--- config.mk ---
export PLATFORM = sky130hd
export DESIGN_NAME = cvp_serial_port
export DESIGN_NICKNAME = d
export VERILOG_FILES = /design/src/rtl/cvp_pkg.sv /design/src/rtl/cvp_conv_timer.sv /design/src/rtl/cvp_mode_ctl.sv /design/src/rtl/cvp_shifter.sv /design/src/rtl/cvp_serial_port.sv
export SDC_FILE = /design/constraint.sdc
export NUM_CORES = 1
export LEC_CHECK = 0
export ABC_AREA = 1
export BUFFER_PORTS_ARGS = -buffer_cell sky130_fd_sc_hd__buf_2
export CORE_MARGIN = 2
export CORE_UTILIZATION = 58
export DETAILED_ROUTE_END_ITERATION = 10
export MAX_ROUTING_LAYER = met4
export PLACE_DENSITY = 0.79
export RECOVER_POWER = 25
export SLEW_MARGIN = 40
export SYNTH_ARGS = -nofsm -noshare
export SYNTH_HDL_FRONTEND = slang
export SYNTH_SLANG_ARGS = --single-unit
--- constraint.sdc ---
create_clock -name clk_i -period 1.6 [get_ports clk_i]
set_clock_uncertainty 0.05 [all_clocks]
set_input_delay 0.24 -clock clk_i [delete_from_list [all_inputs] [get_ports clk_i]]
set_output_delay 0.24 -clock clk_i [all_outputs]
set_load 0.05 [all_outputs]
--- src/rtl/cvp_pkg.sv ---
package cvp_pkg;
  typedef enum logic {
    MODE_SEL   = 1'b0,
    MODE_CHAIN = 1'b1
  } port_mode_e;
endpackage

--- src/rtl/cvp_conv_timer.sv ---
module cvp_conv_timer #(
  parameter int WIDTH       = 16,
  parameter int CONV_CYCLES = 20
) (
  input  logic             clk_i,
  input  logic             rst_ni,
  input  logic             start_i,
  input  logic [WIDTH-1:0] sample_i,
  output logic             busy_o,
  output logic             done_o,
  output logic [WIDTH-1:0] result_o
);
  localparam int CW = (CONV_CYCLES > 2) ? $clog2(CONV_CYCLES) : 1;
  localparam logic [CW-1:0] LOAD_VAL = CW'(CONV_CYCLES - 1);

  logic [CW-1:0] cnt_q;
  logic          busy_q;

  always_ff @(posedge clk_i or negedge rst_ni) begin
    if (!rst_ni) begin
      busy_q   <= 1'b0;
      cnt_q    <= '0;
      result_o <= '0;
    end else if (start_i && !busy_q) begin
      busy_q   <= 1'b1;
      cnt_q    <= LOAD_VAL;
      result_o <= sample_i;
    end else if (busy_q) begin
      if (cnt_q == '0) busy_q <= 1'b0;
      else             cnt_q  <= cnt_q - 1'b1;
    end
  end

  assign busy_o = busy_q;
  assign done_o = busy_q && (cnt_q == '0);

  assert_start_R10: assert property (@(posedge clk_i) disable iff (!rst_ni)
    (start_i && !busy_o) |=> (busy_o && result_o == $past(sample_i)));
  assert_end_R10: assert property (@(posedge clk_i) disable iff (!rst_ni)
    done_o |=> !busy_o);
  assert_hold_R2: assert property (@(posedge clk_i) disable iff (!rst_ni)
    busy_o |=> $stable(result_o));
endmodule

--- src/rtl/cvp_mode_ctl.sv ---
module cvp_mode_ctl
  import cvp_pkg::*;
#(
  parameter int WIDTH = 16
) (
  input  logic       clk_i,
  input  logic       rst_ni,
  input  logic       start_i,
  input  logic       done_i,
  input  logic       busy_i,
  input  logic       cnv_i,
  input  logic       sdi_i,
  input  logic       sck_fall_i,
  output port_mode_e mode_o,
  output logic       shift_o,
  output logic       lead_o,
  output logic       oe_o
);
  localparam int BW = (WIDTH > 2) ? $clog2(WIDTH) : 1;
  localparam logic [BW-1:0] LAST_BIT = BW'(WIDTH - 1);

  port_mode_e    mode_q;
  logic          lead_q, drained_q;
  logic [BW-1:0] bitcnt_q;
  logic          sel, edge_ok, lead_adv;

  assign sel      = !cnv_i || !sdi_i;
  assign edge_ok  = sck_fall_i && !busy_i && !done_i;
  assign lead_adv = edge_ok && (mode_q == MODE_SEL) && sel && lead_q && !drained_q;

  always_comb begin
    if (mode_q == MODE_CHAIN) shift_o = edge_ok;
    else                      shift_o = edge_ok && sel && !drained_q && !lead_q;
  end

  always_ff @(posedge clk_i or negedge rst_ni) begin
    if (!rst_ni) begin
      mode_q    <= MODE_SEL;
      lead_q    <= 1'b0;
      drained_q <= 1'b1;
      bitcnt_q  <= '0;
    end else if (start_i) begin
      mode_q    <= sdi_i ? MODE_SEL : MODE_CHAIN;
      lead_q    <= 1'b0;
      drained_q <= 1'b0;
      bitcnt_q  <= '0;
    end else if (done_i) begin
      lead_q   <= (mode_q == MODE_SEL) && sel;
      bitcnt_q <= '0;
    end else begin
      if (lead_adv) lead_q <= 1'b0;
      if (shift_o && mode_q == MODE_SEL) begin
        if (bitcnt_q == LAST_BIT) drained_q <= 1'b1;
        bitcnt_q <= bitcnt_q + 1'b1;
      end
    end
  end

  assign mode_o = mode_q;
  assign lead_o = lead_q;
  assign oe_o   = (mode_q == MODE_CHAIN) ? !busy_i : (sel && !drained_q);

  assert_mode_R2: assert property (@(posedge clk_i) disable iff (!rst_ni)
    !start_i |=> $stable(mode_q));
  assert_drain_R3: assert property (@(posedge clk_i) disable iff (!rst_ni)
    (mode_q == MODE_SEL && shift_o && bitcnt_q == LAST_BIT && !start_i) |=> !oe_o);
  assert_lead_R5: assert property (@(posedge clk_i) disable iff (!rst_ni)
    ($fell(lead_q) && !$past(start_i)) |-> $past(sck_fall_i));
  assert_quiet_R8: assert property (@(posedge clk_i) disable iff (!rst_ni)
    (mode_q == MODE_SEL && cnv_i && sdi_i) |-> !shift_o);
endmodule

--- src/rtl/cvp_shifter.sv ---
module cvp_shifter #(
  parameter int WIDTH = 16
) (
  input  logic             clk_i,
  input  logic             rst_ni,
  input  logic             load_i,
  input  logic [WIDTH-1:0] data_i,
  input  logic             shift_i,
  input  logic             ser_i,
  output logic             msb_o
);
  logic [WIDTH-1:0] sreg_q;

  always_ff @(posedge clk_i or negedge rst_ni) begin
    if (!rst_ni)      sreg_q <= '0;
    else if (load_i)  sreg_q <= data_i;
    else if (shift_i) sreg_q <= {sreg_q[WIDTH-2:0], ser_i};
  end

  assign msb_o = sreg_q[WIDTH-1];

  assert_load_R9: assert property (@(posedge clk_i) disable iff (!rst_ni)
    load_i |=> msb_o == $past(data_i[WIDTH-1]));
  assert_chain_in_R6: assert property (@(posedge clk_i) disable iff (!rst_ni)
    (shift_i && !load_i) |=> sreg_q[0] == $past(ser_i));
endmodule

--- src/rtl/cvp_serial_port.sv ---
module cvp_serial_port
  import cvp_pkg::*;
#(
  parameter int WIDTH       = 16,
  parameter int CONV_CYCLES = 20
) (
  input  logic             clk_i,
  input  logic             rst_ni,
  input  logic             cnv_i,
  input  logic             sck_i,
  input  logic             sdi_i,
  input  logic [WIDTH-1:0] sample_i,
  output logic             sdo_o,
  output logic             sdo_oe_o
);
  logic             cnv_q, sck_q;
  logic             cnv_rise, sck_fall, start;
  logic             conv_busy, conv_done, shift, lead, msb;
  logic [WIDTH-1:0] result;
  port_mode_e       mode;

  always_ff @(posedge clk_i or negedge rst_ni) begin
    if (!rst_ni) begin
      cnv_q <= 1'b0;
      sck_q <= 1'b0;
    end else begin
      cnv_q <= cnv_i;
      sck_q <= sck_i;
    end
  end

  assign cnv_rise = cnv_i && !cnv_q;
  assign sck_fall = !sck_i && sck_q;
  assign start    = cnv_rise && !conv_busy;

  cvp_conv_timer #(.WIDTH(WIDTH), .CONV_CYCLES(CONV_CYCLES)) u_timer (
    .clk_i    (clk_i),
    .rst_ni   (rst_ni),
    .start_i  (cnv_rise),
    .sample_i (sample_i),
    .busy_o   (conv_busy),
    .done_o   (conv_done),
    .result_o (result)
  );

  cvp_mode_ctl #(.WIDTH(WIDTH)) u_mode (
    .clk_i      (clk_i),
    .rst_ni     (rst_ni),
    .start_i    (start),
    .done_i     (conv_done),
    .busy_i     (conv_busy),
    .cnv_i      (cnv_i),
    .sdi_i      (sdi_i),
    .sck_fall_i (sck_fall),
    .mode_o     (mode),
    .shift_o    (shift),
    .lead_o     (lead),
    .oe_o       (sdo_oe_o)
  );

  cvp_shifter #(.WIDTH(WIDTH)) u_shift (
    .clk_i   (clk_i),
    .rst_ni  (rst_ni),
    .load_i  (conv_done),
    .data_i  (result),
    .shift_i (shift),
    .ser_i   (sdi_i),
    .msb_o   (msb)
  );

  // busy phase reads low, done marker reads high, then data
  always_comb begin
    if (conv_busy) sdo_o = 1'b0;
    else if (lead) sdo_o = 1'b1;
    else           sdo_o = msb;
  end

  assert_busy_low_R5: assert property (@(posedge clk_i) disable iff (!rst_ni)
    $rose(conv_busy) |-> !sdo_o);
  assert_chain_oe_R7: assert property (@(posedge clk_i) disable iff (!rst_ni)
    (mode == MODE_CHAIN && !conv_busy) |-> sdo_oe_o);
  assert_busy_edge_R8: assert property (@(posedge clk_i) disable iff (!rst_ni)
    (conv_busy && sck_fall) |-> !shift);
endmodule

==> results of run 1 <==
==> per-stage QoR <==
stage	hold WS (ps)	setup TNS (ps)	instance area, um^2	util	cells
after floorplan	-106	0	2260	-	292
after CTS	0.967	0	2510	0.677	366
final	15.1	0	2700	0.725	374
after global placement	181	0	2420	0.651	357
after global routing	21.5	-541	2700	0.725	374
after detailed placement	181	0	2420	0.651	357
==> per-layer routing <==
metal,part of all wire,up-vias,global-route usage
li1,-,963,-
met1,0.49,850,0.318
met2,0.44,52,0.309
met3,0.045,10,0.0456
met4,0.025,0,0.107
met5,0,-,-
==> cell usage in the layout, fill, tap and decap left out, types with 3 or more instances in the layout <==
cell / instances
buf_4: 7
nand2_1: 149
inv_1: 16
nand4_1: 5
o21ai_0: 9
clkbuf_8: 5
inv_2: 4
nor2_1: 12
o21ai_1: 3
o21ai_2: 4
buf_2: 18
nand2_2: 7
nand3_1: 10
dfrtp_1: 46
==> state kept, by name, indices dropped and copies added (netlist names) <==
signal and flops:
u_shift.sreg_q 16, u_timer.cnt_q 5, u_mode.lead_o 1, u_timer.result_o 16, sck_q 1, u_mode.mode_o 1
u_timer.busy_o 1, u_mode.bitcnt_q 4, cnv_q 1, u_mode.drained_q 1
==> cell families after synthesis <==
kind of cell / count (synthesis)
simple gates: 188
flops: 47
buf+inv: 34
compound gates: 19
fa+ha+maj: 3
xor+xnor: 1
==> worst max-delay path by stage <==
stage	startpoint	endpoint	slack, ps
floorplan	u_mode.mode_o$_DFFE_PN0P_	sdo_oe_o	8
global placement	u_timer.cnt_q[1]$_DFFE_PN0P_	u_shift.sreg_q[13]$_DFFE_PN0P_	130
detailed placement	u_timer.cnt_q[1]$_DFFE_PN0P_	u_shift.sreg_q[15]$_DFFE_PN0P_	40
CTS	u_mode.mode_o$_DFFE_PN0P_	sdo_oe_o	9
global route	u_timer.cnt_q[1]$_DFFE_PN0P_	u_shift.sreg_q[1]$_DFFE_PN0P_	-70
finish	u_timer.cnt_q[1]$_DFFE_PN0P_	u_shift.sreg_q[1]$_DFFE_PN0P_	20
==> power breakdown <==
group / switching [mW] / internal (mW) / total, mW
Combinational: 1.11 / 0.745 / 1.85
Clock: 0.402 / 0.306 / 0.708
Sequential: 0.315 / 1.66 / 1.98
==> layout make-up <==
type | count | area, um^2 | share of cell area
clock buffer | 6 | 72.6 | 0.0269
clock inverter | 2 | 12.5 | 0.00464
inverter | 23 | 105 | 0.0390
multi-input combinational | 211 | 965 | 0.358
sequential | 47 | 1180 | 0.437
tap | 48 | 60.1 | 0.0223
timing repair buffer | 36 | 292 | 0.108
timing repair inverter | 1 | 11.3 | 0.00418
==> repair_timing <==
| item | CTS | global route |
|---|---|---|
| endpoints found under the hold margin | 19 | 1 |
| buffers inserted | 0 | 3 |
| setup endpoints to repair | 1 | 31 |
| gates cloned | 0 | 4 |
| hold buffers | 1 | 1 |
| pin swaps | 0 | 5 |
| gates resized for setup | 1 | 27 |
==> results_dict.tcl, run 1 <==
set metrics [dict create \
    outcome "complete, no violations" \
    rr_worst_depth 10 \
    grt_max_degree 29 \
    critPathKind "reg -> reg" \
    dp_slack_ps 38.7 \
    finish.net_count 349 \
    fmax_mhz 632 \
    start_kind "flip-flop" \
    synth-compound-area-share 0.0492 \
    crit_chain "inv_2, ha_4, inv_2, nor2_4, nand3_4, buf_12, nand2_1, o21ai_2, nand2_1, nand2_1" \
    cp_common_cell "nand2_1" \
    antenna_found_initial 0 \
    yosysTopAreaCell "dfrtp_1" \
    drive_above_1_share 0.202 \
    slew_violations 0 \
    maxSlewHeadroom 0.632 \
    worstPathArrival_ps 1750 \
    ios 23 \
    routedWlPerCell_um 12.6 \
    synth_xor_xnor_area_share 0.00387 \
    synth_cells 292 \
    synth_nets 316 \
    hold_depth 1 \
    grt_overflow 0 \
    diodes 0 \
    synth_edf_count 0 \
    dieHeight_um 66.5 \
    power.total_mw 4.54 \
    ir_drop_uv 868 \
    rsz0062_at_grt "true" \
    syn-mean-instance-area_um2 7.75 \
    synth.distinct_cells 25 \
    worstMarginPinSlew_ps 552 \
    viasPerCell 5.01 \
    crit_path_max_incr_delay_ps 420 \
    p_per_area_mw_per_mm2 1680 \
    synth_area_leaders "dfrtp_1 51%, nand2_1 26%, inv_1 3.5%" \
    period_share 0.989 \
    synthToLayoutAreaGrowth_pct 19.1 \
    synthFlopType "dfrtp_1" \
    start_util 0.609 \
    clockBufferDepth 2 \
    maxCapViolCount 0 \
    synth_common_cells "156 x nand2_1, 46 x dfrtp_1, 21 x inv_1, 12 x nor2_1" \
    drtIter0Drc 109 \
    dieArea_mm2 0.00442 \
    cts_made_buffers 5 \
    hold_viol 0 \
    hold_class "in -> reg" \
    dr_total_vias 1875 \
    gp_congestion 0.817 \
    synth-simple-area-share 0.333 \
    synth.most_common_cell "nand2_1" \
    hp-start "cnv_i" \
    p_leak_nw 1.49 \
    grt_pass1_vias 1607 \
    critical_path_depth 10 \
    grt_pass1_wl_mm 7.16 \
    setup_viol 0 \
    yosys_warnings 0 \
    cpMaxStageDelayCell "dfrtp_1" \
    rrSetupSlack_ps 20 \
    required_ps 1770 \
    remaining_drc_errors 0 \
    ys_ff_latch 47 \
    cts_tree "done" \
    root_buffer "clkbuf_8" \
    post-route-min-period_ps 1580 \
    clk_latency_ps 320 \
    die_x_um 66.5 \
    path_clk_slew_ps 90 \
    async_reset_ff_frac 1.00 \
    cts_sinks 47 \
    worstReg2RegStart "u_timer.cnt_q[1]$_DFFE_PN0P_" \
    routed_wl_mm 4.70 \
    synth_top_area_frac 0.509 \
    core-area_mm2 0.00372 \
    endpoint_kind "flip-flop" \
    rr_endpoint "u_shift.sreg_q[1]$_DFFE_PN0P_" \
    synth_top_family_by_area "simple AND/OR/NAND/NOR gates" \
    io_buffers 22 \
    worst_slack_ps 17.1 \
    htreeDepth 2 \
    dr.pass1.iters 4 \
    dp_hpwl_mm 2.94 \
    fillCellCount 291 \
    synth_adder_area_share 0.0166 \
    critPathTopFamily "simple AND/OR/NAND/NOR gates" \
    antenna_left 0 \
    grtUsageTotal 0.224 \
    yosys-mux-area-fraction 0 \
    crit_buf_inv 3 \
    worstPathMaxFanout 8 \
    holdPathEnd "cnv_q$_DFF_PN0_" \
    ys_seq_area_frac 0.520 \
    syn_area_mm2 0.00226 \
    row_count 22 \
]
Power figures use the tool's default switching activity.
==> run 2, diff against run 1 <==
Settings changed: GPL_TIMING_DRIVEN from default to 0, REMOVE_ABC_BUFFERS from default to 1, SLEW_MARGIN 40 to 20.
==> results_dict.tcl, run 2 (synthesis results as in run 1) <==
set metrics [dict create \
    outcome "finished with violations" \
    violations "setup timing" \
    p_leak_nw 1.46 \
    dp_hpwl_mm 2.63 \
    cpMaxStageDelayCell "dfrtp_1" \
    grt_pass1_wl_mm 8.08 \
    p_per_area_mw_per_mm2 1740 \
    ios 23 \
    viasPerCell 5.27 \
    rsz0062_at_grt "true" \
    routed_wl_mm 5.09 \
    dp_slack_ps -885 \
    grtUsageTotal 0.250 \
    post-route-min-period_ps 1640 \
    holdPathEnd "cnv_q$_DFF_PN0_" \
    final_util 0.729 \
    critPathKind "reg -> reg" \
    row_count 22 \
    swShare 0.408 \
    antenna_left 0 \
    dp_cells 351 \
    drive_above_1_share 0.212 \
    maxCapViolCount 0 \
    sequentialPowerShare 0.427 \
    fin_cells 374 \
    p_sw_mw 1.92 \
    cts_made_buffers 5 \
    ir_drop_uv 902 \
    clockBufferDepth 2 \
    cts_sinks 47 \
    dr.pass1.iters 4 \
    cp_common_cell "nand2_1" \
    hp-start "cnv_i" \
    synthToLayoutAreaGrowth_pct 19.6 \
    pwr-share-clk 0.169 \
    hold_class "in -> reg" \
    required_ps 1760 \
    slew_violations 0 \
    finish.net_count 349 \
    worstReg2RegStart "u_timer.cnt_q[2]$_DFFE_PN0P_" \
    worst_slack_ps -42.1 \
    routedWlPerCell_um 13.6 \
    die_x_um 66.5 \
    grt_overflow 0 \
    dieArea_mm2 0.00442 \
    worstPathArrival_ps 1800 \
    crit_path_max_incr_delay_ps 460 \
    htreeDepth 2 \
    fmax_mhz 609 \
    core-area_mm2 0.00372 \
    crit_chain "nor2_4, nand3_4, buf_8, nand2_1, o21ai_2, nand2_1, nand2_1" \
    path_clk_slew_ps 100 \
    clk_latency_ps 310 \
    rrSetupSlack_ps -40 \
    pwr-share-comb 0.403 \
    intPower_mw 2.79 \
    dieHeight_um 66.5 \
    hold_depth 1 \
    io_buffers 22 \
    worstPathMaxFanout 7 \
    maxSlewHeadroom 0.317 \
    root_buffer "clkbuf_8" \
    mostFrequentLayoutCells "149 x nand2_1, 45 x dfrtp_1, 20 x buf_2, 15 x inv_1, 11 x nor2_1" \
    drtIter0Drc 132 \
    grt_pass1_vias 1794 \
    remaining_drc_errors 0 \
    hold_viol 0 \
    antenna_found_initial 0 \
    start_util 0.609 \
    cts_tree "done" \
    top_regs "u_shift.sreg_q x16, u_timer.result_o x16, u_timer.cnt_q x5" \
    diodes 0 \
    rr_worst_depth 7 \
    gp_congestion 0.764 \
    endpoint_kind "flip-flop" \
    final_common_cell "nand2_1" \
    worstMarginPinSlew_ps 1020 \
    dr_total_vias 1971 \
    rr_endpoint "u_shift.sreg_q[0]$_DFFE_PN0P_" \
    start_kind "flip-flop" \
    period_share 1.03 \
    setup_viol 5 \
    grt_max_degree 48 \
]
run 2: worst max-delay path by stage:
stage	start	end	slack, ps	cells past startpoint
after CTS	u_timer.cnt_q[1]$_DFFE_PN0P_	u_shift.sreg_q[15]$_DFFE_PN0P_	6	10
final	u_timer.cnt_q[2]$_DFFE_PN0P_	u_shift.sreg_q[0]$_DFFE_PN0P_	-40	7
after detailed placement	u_timer.cnt_q[0]$_DFFE_PN0P_	u_shift.sreg_q[2]$_DFFE_PN0P_	-890	9
after floorplan	u_timer.cnt_q[0]$_DFFE_PN0P_	u_shift.sreg_q[0]$_DFFE_PN0P_	-390	9
after global routing	u_timer.cnt_q[1]$_DFFE_PN0P_	u_shift.sreg_q[0]$_DFFE_PN0P_	-140	10
after global placement	u_timer.cnt_q[0]$_DFFE_PN0P_	u_shift.sreg_q[7]$_DFFE_PN0P_	-860	9
run 2: critical path: cells and delay by family (launching register included):
kind | cells | cell delay [ps]
AOI/OAI and AO/OA | 1 | 60
buffers and inverters | 1 | 210
DFF | 1 | 460
and+or+nand+nor | 5 | 760
run 2: timing repair:
item	4_1_cts	5_1_grt
hold endpoints to repair	0	47
hold buffers	0	2
setup endpoints to repair	45	43
gates cloned	2	2
gates resized for setup	13	22
pin swaps	3	5
setup buffers	5	4
run 2: final cells by class:
type	instances	area, um^2
repair inverters	1	7.51
multi-input cells	213	1030
clock buffers	8	100
fillers	277	1010
inverters	23	95.1
repair buffers	34	239
well taps	48	60.1
flip-flops and latches	47	1180
run 2: per-stage QoR:
stage               instance area [um^2]  hold slack, ps  power, mW  setup TNS, ps
floorplan                           2180            -106       3.05          -7210
global placement                    2350             313       3.34         -25070
detailed placement                  2350             316       3.42         -26260
CTS                                 2560           0.333       4.41              0
global route                        2710            38.8       5.07          -1120
finish                              2710            39.1       4.72          -75.0
run 2: power groups by stage:
stage	registers (mW)	logic (mW)	clock network [mW]
final	2.02	1.90	0.800
after global routing	2.08	2.14	0.852
after CTS	1.97	1.65	0.792
after detailed placement	1.97	1.45	0
after global placement	1.95	1.39	0
after floorplan	1.90	1.15	0
run 2: routing by layer:
metal,vias up,global-route usage,share of wire
li1,966,-,-
met1,943,0.298,0.42
met2,52,0.426,0.52
met3,10,0.0608,0.041
met4,0,0.0663,0.015
met5,-,-,0
==> run 3, diff against run 2 <==
Settings changed: CELL_PAD_IN_SITES_DETAIL_PLACEMENT from default to 1, CELL_PAD_IN_SITES_GLOBAL_PLACEMENT from default to 2, CORE_UTILIZATION 58 to 34, PLACE_DENSITY 0.79 to default, PLACE_DENSITY_LB_ADDON from default to 0.1.
==> results_dict.tcl, run 3 (synthesis results as in run 1) <==
set metrics [dict create \
    start_util 0.354 \
    p_leak_nw 1.56 \
    worstReg2RegStart "u_timer.cnt_q[1]$_DFFE_PN0P_" \
    grt_overflow 0 \
    dieHeight_um 85.6 \
    drtIter0Drc 62 \
    pwr-share-clk 0.162 \
    antenna_left 0 \
    diodes 0 \
    dp_hpwl_mm 3.14 \
    cts_made_buffers 5 \
    intPower_mw 2.94 \
    cts_sinks 47 \
    routedWlPerCell_um 14.4 \
    endpoint_kind "flip-flop" \
    required_ps 1750 \
    outcome "complete, no violations" \
    cp-startpoint "u_timer.cnt_q[1]$_DFFE_PN0P_" \
    power.total_mw 5.02 \
    fin_cells 414 \
    fin_tns_setup_ps 0 \
    placed_cell_area_mm2 0.00239 \
    grt_max_degree 48 \
    hp-start "cnv_i" \
    hold_viol 0 \
    htreeDepth 2 \
    dp_cells 380 \
    grt_pass1_wl_mm 9.65 \
    routed_wl_mm 5.95 \
    fmax_mhz 637 \
    maxCapViolCount 0 \
    root_buffer "clkbuf_8" \
    mostFrequentLayoutCells "137 x nand2_1, 45 x dfrtp_1, 19 x buf_2, 16 x buf_4, 14 x inv_1" \
    p_sw_mw 2.08 \
    swShare 0.414 \
    viasPerCell 4.74 \
    cts_tree "done" \
    final_common_cell "nand2_1" \
    gp_congestion 0.779 \
    core-area_mm2 0.00639 \
    grt_pass1_vias 2053 \
    post-route-min-period_ps 1570 \
    remaining_drc_errors 0 \
    io_buffers 22 \
    ios 23 \
    dr.pass1.iters 4 \
    start_kind "flip-flop" \
    sequentialPowerShare 0.404 \
    rrSetupSlack_ps 30 \
    synthToLayoutAreaGrowth_pct 29.3 \
    clockBufferDepth 2 \
    worstMarginPinSlew_ps 626 \
    dieArea_mm2 0.00733 \
    p_per_area_mw_per_mm2 1720 \
    period_share 0.982 \
    hold_ws_ps 36.6 \
    dr_total_vias 1963 \
    clk_latency_ps 300 \
    drive_above_1_share 0.282 \
    top_regs "u_shift.sreg_q x16, u_timer.result_o x16, u_timer.cnt_q x5" \
    finish.net_count 360 \
    fillCellCount 791 \
    final_area_mm2 0.00293 \
    grtUsageTotal 0.173 \
    slew_violations 0 \
    ir_drop_uv 820 \
    critPathKind "reg -> reg" \
    worstPathArrival_ps 1720 \
    maxSlewHeadroom 0.583 \
    path_clk_slew_ps 90 \
    die_x_um 85.6 \
    antenna_found_initial 0 \
    pwr-share-comb 0.433 \
    setup_viol 0 \
    hold_class "in -> reg" \
    rsz0062_at_grt "true" \
    worstPathMaxFanout 6 \
    row_count 29 \
]
==> run 3: stage by stage <==
step / worst slack, ps / utilization
after floorplan: -389 / -
after global placement: -1060 / 0.373
after detailed placement: -1110 / 0.374
after CTS: 5.57 / 0.420
after global routing: -74.5 / 0.458
final: 29.2 / 0.458
==> run 3: worst paths after layout <==
path,to,cells after the start
setup / recovery,u_shift.sreg_q[8]$_DFFE_PN0P_,10
hold / removal,cnv_q$_DFF_PN0_,1
setup reg to reg,u_shift.sreg_q[8]$_DFFE_PN0P_,10
hold reg to reg,u_shift.sreg_q[14]$_DFFE_PN0P_,2
max in group asynchronous,u_timer.busy_o$_DFF_PN0_,2
min in group asynchronous,u_timer.cnt_q[2]$_DFFE_PN0P_,2
==> run 3: cell type report <==
class | instances | area, um^2 | share of cell area
flip-flops and latches | 47 | 1180 | 0.403
multi-input cells | 214 | 1100 | 0.376
repair buffers | 42 | 315 | 0.108
inverters | 23 | 111 | 0.0381
clock buffers | 7 | 96.3 | 0.0329
well taps | 77 | 96.3 | 0.0329
repair inverters | 3 | 21.3 | 0.00727
clock inverters | 1 | 7.51 | 0.00257
==> run 3: power groups by stage <==
stage          clock network [mW]  registers [mW]  logic, mW
3_5_place_dp                    0            1.97       1.50
2_1_floorplan                   0            1.90       1.15
6_report                    0.816            2.03       2.18
4_1_cts                     0.844            1.98       1.80
5_1_grt                     0.877            2.09       2.48
3_3_place_gp                    0            1.97       1.46
==> run 3: metal layers <==
metal / part of all wire / global-route usage
met1: 0.46 / 0.209
met2: 0.50 / 0.293
met3: 0.026 / 0.0337
met4: 0.013 / 0.0519
met5: 0 / -
==> run 3: what timing repair did <==
action,CTS,global route
resized for setup,17,41
endpoints found under the setup margin,46,33
buffers inserted,8,9
hold endpoints to repair,47,0
cloned,3,4
pin swaps,3,14
hold buffers,2,0
==> run 3: critical path, cell delays in order, from the launching register on <==
cell and delay, ps:
dfrtp_1 400, inv_2 80, ha_4 130, inv_4 30, nor2_4 150, nand3_4 190
clkbuf_16 230, nand2_1 50, nand2_1 50, nand2_1 50, nand2_1 50
